### src/rtl/colgen_pkg.sv
package colgen_pkg;

  localparam logic [2:0] LEN_CODE_PAGE = 3'b111;

  typedef struct packed {
    logic full;
    logic ilv;
    logic err;
  } burst_mode_t;

  function automatic logic code_is_fixed(input logic [2:0] code);
    return code[2] == 1'b0;
  endfunction

endpackage

### src/rtl/colgen_decode.sv
module colgen_decode
  import colgen_pkg::*;
#(
  parameter int COL_W = 9
) (
  input  logic [2:0]       len_code_i,
  input  logic             ilv_i,
  output burst_mode_t      mode_o,
  output logic [COL_W-1:0] mask_o
);

  function automatic logic [COL_W-1:0] fixed_mask(input logic [1:0] lg);
    logic [COL_W-1:0] m;
    m = '0;
    for (int i = 0; i < COL_W; i++) m[i] = (i < int'(lg));
    return m;
  endfunction

  logic fixed_ok, page_ok;

  always_comb begin
    fixed_ok    = code_is_fixed(len_code_i);
    page_ok     = (len_code_i == LEN_CODE_PAGE) && !ilv_i;
    mode_o.full = page_ok;
    mode_o.err  = !(fixed_ok || page_ok);
    mode_o.ilv  = ilv_i && fixed_ok;
    if (page_ok)       mask_o = '1;
    else if (fixed_ok) mask_o = fixed_mask(len_code_i[1:0]);
    else               mask_o = '0;
  end

endmodule

### src/rtl/colgen_addr.sv
module colgen_addr #(
  parameter int COL_W = 9
) (
  input  logic [COL_W-1:0] base_i,
  input  logic [COL_W-1:0] beat_i,
  input  logic [COL_W-1:0] mask_i,
  input  logic             ilv_i,
  output logic [COL_W-1:0] col_o
);

  function automatic logic [COL_W-1:0] beat_offset(
    input logic [COL_W-1:0] b, input logic [COL_W-1:0] k, input logic x);
    return x ? (b ^ k) : (b + k);
  endfunction

  logic [COL_W-1:0] off;
  assign off = beat_offset(base_i, beat_i, ilv_i);

  for (genvar i = 0; i < COL_W; i++) begin : g_bit
    assign col_o[i] = mask_i[i] ? off[i] : base_i[i];
  end

endmodule

### src/rtl/burst_colgen.sv
module burst_colgen
  import colgen_pkg::*;
#(
  parameter int COL_W = 9
) (
  input  logic             clk,
  input  logic             rst_n,
  input  logic             start_i,
  input  logic             advance_i,
  input  logic             stop_i,
  input  logic [COL_W-1:0] start_col_i,
  input  logic [2:0]       len_code_i,
  input  logic             ilv_i,
  output logic [COL_W-1:0] col_o,
  output logic             valid_o,
  output logic             last_o,
  output logic             cfg_err_o
);

  burst_mode_t      dec_mode, mode_q;
  logic [COL_W-1:0] dec_mask, mask_q, base_q, beat_q;
  logic             valid_q;
  logic             at_last;

  colgen_decode #(.COL_W(COL_W)) u_decode (
    .len_code_i(len_code_i),
    .ilv_i     (ilv_i),
    .mode_o    (dec_mode),
    .mask_o    (dec_mask)
  );

  colgen_addr #(.COL_W(COL_W)) u_addr (
    .base_i(base_q),
    .beat_i(beat_q),
    .mask_i(mask_q),
    .ilv_i (mode_q.ilv),
    .col_o (col_o)
  );

  assign at_last = !mode_q.full && (beat_q == mask_q);

  always_ff @(posedge clk or negedge rst_n) begin
    if (!rst_n) begin
      valid_q <= 1'b0;
      base_q  <= '0;
      beat_q  <= '0;
      mask_q  <= '0;
      mode_q  <= '0;
    end else if (start_i) begin
      valid_q <= 1'b1;
      base_q  <= start_col_i;
      beat_q  <= '0;
      mask_q  <= dec_mask;
      mode_q  <= dec_mode;
    end else if (valid_q) begin
      if (stop_i)                   valid_q <= 1'b0;
      else if (advance_i && at_last) valid_q <= 1'b0;
      else if (advance_i)           beat_q  <= beat_q + 1'b1;
    end
  end

  assign valid_o   = valid_q;
  assign last_o    = valid_q && at_last;
  assign cfg_err_o = mode_q.err;

  assert_last_needs_valid_R10: assert property (@(posedge clk) disable iff (!rst_n)
    last_o |-> valid_o);
  assert_page_no_last_R6: assert property (@(posedge clk) disable iff (!rst_n)
    (valid_o && mode_q.full) |-> !last_o);
  assert_beat_in_block_R2: assert property (@(posedge clk) disable iff (!rst_n)
    (valid_o && !mode_q.full) |-> ((beat_q & ~mask_q) == '0));
  assert_upper_fixed_R5: assert property (@(posedge clk) disable iff (!rst_n)
    (valid_o && $past(valid_o) && !$past(start_i) && !mode_q.full)
      |-> ((col_o & ~mask_q) == ($past(col_o) & ~mask_q)));
  assert_stop_ends_R7: assert property (@(posedge clk) disable iff (!rst_n)
    (stop_i && !start_i) |=> !valid_o);
  assert_start_beat0_R8: assert property (@(posedge clk) disable iff (!rst_n)
    start_i |=> (valid_o && col_o == $past(start_col_i)));
  assert_hold_col_R11: assert property (@(posedge clk) disable iff (!rst_n)
    (valid_o && !advance_i && !start_i && !stop_i) |=> (valid_o && $stable(col_o)));
  assert_err_single_R9: assert property (@(posedge clk) disable iff (!rst_n)
    (valid_o && cfg_err_o) |-> last_o);

endmodule

### config.mk
export PLATFORM = sky130hd
export DESIGN_NAME = burst_colgen
export DESIGN_NICKNAME = d
export VERILOG_FILES = /design/src/rtl/colgen_pkg.sv /design/src/rtl/colgen_decode.sv /design/src/rtl/colgen_addr.sv /design/src/rtl/burst_colgen.sv
export SDC_FILE = /design/constraint.sdc
export NUM_CORES = 1
export LEC_CHECK = 0
export BUFFER_PORTS_ARGS = -buffer_cell sky130_fd_sc_hd__buf_4
export CAP_MARGIN = 20
export CORE_UTILIZATION = 47
export DETAILED_ROUTE_END_ITERATION = 12
export GPL_TIMING_DRIVEN = 1
export HOLD_SLACK_MARGIN = 0.15
export PLACE_DENSITY = 0.73
export SLEW_MARGIN = 30
export SYNTH_ARGS = -nofsm -noshare
export SYNTH_HDL_FRONTEND = slang
export SYNTH_SLANG_ARGS = --single-unit
### constraint.sdc
create_clock -name clk -period 1.9 [get_ports clk]
set_input_delay 0.095 -clock clk [delete_from_list [all_inputs] [get_ports clk]]
set_output_delay 0.095 -clock clk [all_outputs]
set_load 0.03 [all_outputs]
* After elaboration in Yosys (flattened, before gate mapping)
Index checks and enable logic that the tools add are counted.
Word-level totals: bits in registers 31, bits of input ports 18, output and inout bits 12, logic and storage cells 51
Cells by class: add/subtract/negate cells 2, order comparisons 3, equal/unequal tests 4, muxes and demuxes 21, bitwise logic cells 2, reductions and logical operators 12
Operator list (count):
- two-way mux 9 bit | 7
- two-way mux 1 bit | 13
- adder 9 x 1 -> 9 bit (second input constant) | 1
- adder 9 bit | 1
- == test 9 bit | 1
- bitwise XOR 9 bit | 1
- logical AND 1 bit | 5
- < comparator 1 x 2 -> 1 bit (first input constant) | 2
- inequality test 2 bit (second input constant) | 2
- AND reduction 4 bit | 1
- nonzero test 2 bit | 2
- == test 3 bit (second input constant) | 1
- zero test 1 bit | 3
- two-way mux 3 bit | 1
- < comparator 2 bit (first input constant) | 1
- logical OR 1 bit | 1
- NOT 1 bit | 1

* Depth between registers and ports, before layout
word-level depth 7, gate-level depth with buffers 8, mapped depth without buffers 8

* Cells and area by module
A second synthesis with hierarchy kept.
Second synthesis, totals: cell total of the unflattened synthesis 197, area, all modules 2067.0 µm²
By module, submodules not included:
- burst_colgen | instances 1, cells each 114, area each 1450.1 µm², sequential area each 775.7 µm²
- colgen_addr | instances 1, cells each 67, area each 505.5 µm², sequential area each 0.0 µm²
- colgen_decode | instances 1, cells each 16, area each 111.4 µm², sequential area each 0.0 µm²

* Worst setup path after synthesis
No wires, ideal clock.
path type flip-flop to output port, start register beat_q[2], end output col_o[7], arrival 2.375 ns, data required time 1.805 ns, path slack -0.570 ns, cell stages (with the launch flop) 6, buffers on the path 0, cells stage by stage dfrtp_1 -> ha_1 -> o21ai_0 -> o21ai_0 -> a2111oi_0 -> o311ai_0
Between the ends: longest elaborated chain between the ends 3
RTL lines:
- from (decl) | line burst_colgen.sv:21 | logic [COL_W-1:0] dec_mask, mask_q, base_q, beat_q;
- from (signal assigned) | line burst_colgen.sv:58 | else if (advance_i) beat_q <= beat_q + 1'b1;
- adder 9 bit | line colgen_addr.sv:13 | return x ? (b ^ k) : (b + k);
- two-way mux 9 bit | line colgen_addr.sv:13
- two-way mux 1 bit | line colgen_addr.sv:20 | assign col_o[i] = mask_i[i] ? off[i] : base_i[i];
- to (decl) | line burst_colgen.sv:14 | output logic [COL_W-1:0] col_o,
Every way passes these cells.

* Worst setup path after layout
start register beat_q[0], end output col_o[8]
The elaborated chain is that of the path after synthesis.

==> flow_summary.toml <==
[logic_synthesis]
ys_seq_area_share_pct = 36.4
async_flop_share_pct = 100
postSynthCellCount = 189
yosys.cell_types.count = 42
synth_edf_count = 0
syn_avg_cell_area_sq_um = 9.08
synth_area_leaders = "dfrtp_1 (36%), mux2_2 (7.2%), ha_1 (6.6%)"
synth.most_common_cell = "dfrtp_1"
synthFlopType = "dfrtp_1"
synth.top_cells.by_count = "dfrtp_1 (25), nor2_1 (16), o21ai_0 (15)"
postSynthNetCount = 217
syn_area_sq_um = 1720
ys_ff_latch = 25
synth.top_cell.area_share_pct = 36.4
synth_warnings = 0
synth_top_area_cell = "dfrtp_1"

[pwr]
power_mw = 1.40
ir_worst_vdd_uv = 505
seq_power_share_pct = 43.9
intPower_uw = 904
switching_share_pct = 35.2
clock_power_share_pct = 18.5
power.density_nw_per_um2 = 516
cellLeakagePower_nw = 1.18
comb_power_share_pct = 37.6
p_switching_uw = 491

[floorplanning]
io_pins = 30
die_y_um = 62.4
core_area_sq_um = 3420
placementRows = 21
die-area_sq_um = 3900
die_w_um = 62.4
initial_core_util_pct = 50.3

[sta]
clock_skew_ps = 5.31
tightest_slew_ps = 590
setup-violations-final = 18
hold_viol_final = 0
rsz0062_at_grt = "yes"
period_minus_slack_ps = 2570
fin_setup_tns_ps = -4350
finalMaxSlewViolations = 0
setup_ws_ps = -666
fmax_ghz = 0.390
slew_headroom_pct = 60.7
finalCritPeriodShare_pct = 135

[cells_and_area]
num-nets-final = 296
antennaDiodeCount = 0
drive_gt1_share_pct = 43.1
fin_area_sq_um = 2710
instances_no_fill = 313
fin_util_pct = 79.2
fill_cells = 207
synthToLayoutAreaGrowth_pct = 57.6

[global_routing]
grt_overflow = 0
grt_pass1_vias = 1804
antenna_found_initial = 0
grt_pass1_wl_um = 7940
track_usage_pct = 25.5
grt_max_degree = 32

[clock_tree]
h-tree-depth = 1
clk_path_buf_depth = 2
cts_buffers = 3
cts.sinks = 25
cts_root_buf = "clkbuf_4"
clock_latency_ps = 340
clk_pin_slew_worst_paths_ps = 150
cts_tree = "done"

[worst_setup_path]
r2r_end = "beat_q[1]"
worstPathRequired_ps = 1800
r2r_setup_slack_ps = -90
worstSetupPathType = "register to output port"
crit_start = "beat_q[0]"
critPathCaptureType = "output port"
crit_arrival_ps = 2470
start_kind = "register"
crit_end = "col_o[8]"
worstPathMaxFanout = 2
r2r-start = "beat_q[3]"
r2r_cells = 7

[detailed_routing]
drt-pass1-iter-count = 4
vias = 1830
remaining_drc_errors = 0
wire_per_inst_um = 17.5
via_per_inst = 5.85
postRouteAntennaNets = 0
wirelength_um = 5480
dr.first_iter.drc_count = 125

[placement]
place_congestion = 0.842
dpl.hpwl_um = 3220
dp.cells = 281
post_dp_cell_area_sq_um = 2180
io_buffer_count = 29

[hold_path]
hold_path.class = "primary input to asynchronous set/reset pin"

[status]
status = "complete, but fails checks"
violations = "negative setup slack"

[job]
maxCapViolCount = 0
stage by stage:
stage | setup WS [ps] | hold slack (ps)
2_1_floorplan | -196 | -201
3_3_place_gp | -226 | 15.0
3_5_place_dp | -314 | 19.2
4_1_cts | -551 | 200
5_1_grt | -770 | 190
6_report | -666 | 180
layer usage:
layer	track usage, %	part of all wire [%]
met5	0	0
met4	11.3	4.1
met3	2.19	2.9
met2	47.6	51
met1	29.2	42
sequential cells by signal, indices dropped and copies added, names as in the netlist:
name / cells
valid_o: 1
cfg_err_o: 1
mode_q: 1
base_q: 9
mask_q: 4
beat_q: 9
repair_timing:
| action | CTS | global route |
|---|---|---|
| setup buffers | 6 | 5 |
| hold endpoints to repair | 40 | 0 |
| resized for setup | 23 | 34 |
| hold buffers | 18 | 0 |
| setup endpoints to repair | 13 | 18 |
| pin swaps | 16 | 13 |
placed cells by master (no fill, tap or decap), drive strengths merged, types with 2 or more instances in the layout:
master,Yosys,layout
a21oi,14,14
and3,2,2
buf,2,62
dlygate4sd3,0,18
dfrtp,25,25
o21a,2,2
nand2b,2,2
nand3,6,6
nand3b,3,3
a21o,5,5
nor3,4,4
xor2,4,4
inv,11,11
nand2,14,14
xnor2,4,4
nor2b,5,5
o21ai,15,15
mux2,13,13
a211oi,4,4
or3,5,5
a31oi,2,2
clkbuf,4,3
ha,9,9
nor2,16,16
a2111oi,3,3
logic make-up after synthesis:
logic type               count (synthesis)  share of synthesized area [%]
AND/OR/NAND/NOR                         62                           19.1
XOR/XNOR                                 8                           4.08
AO/OA/AOI/OAI                           53                           19.4
buffers and inverters                   17                           4.15
flip-flops                              25                           36.4
adder cells (fa/ha/maj)                 10                           7.73
multiplexers                            14                           9.11
area by class of cell:
cell class | count | area (sq um) | share of cell area [%]
multi-input combinational | 147 | 1240 | 45.9
tap | 46 | 57.6 | 2.13
clock buffer | 3 | 22.5 | 0.833
inverter | 11 | 41.3 | 1.53
sequential | 25 | 626 | 23.1
clock inverter | 1 | 5.00 | 0.185
timing repair buffer | 80 | 711 | 26.3
worst max-delay path, stage by stage, from the launching register on:
cell and delay [ps]:
dfrtp_1 440, ha_4 170, inv_2 50, fa_2 360, nor2b_2 150, o31a_1 230
buf_6 130, o2111ai_4 120, buf_6 150, nand3_1 70, nand3b_1 100, buf_6 150
how the worst min path moves through the flow:
stage,start,endpoint,slack (ps),cells after the start
2_1_floorplan,rst_n,base_q[0],-200,0
3_3_place_gp,rst_n,beat_q[1],20,1
3_5_place_dp,rst_n,base_q[1],20,1
4_1_cts,rst_n,cfg_err_o,200,2
5_1_grt,rst_n,beat_q[5],190,2
6_report,rst_n,beat_q[5],180,2
power by group through the flow:
stage	combinational, mW	sequential (mW)	clock, mW
after global placement	0.388	0.609	0
after floorplan	0.234	0.610	0
after CTS	0.466	0.605	0.250
after global routing	0.557	0.617	0.279
final	0.524	0.613	0.259
after detailed placement	0.402	0.613	0
Note: power is estimated with default switching activity, not from simulation.
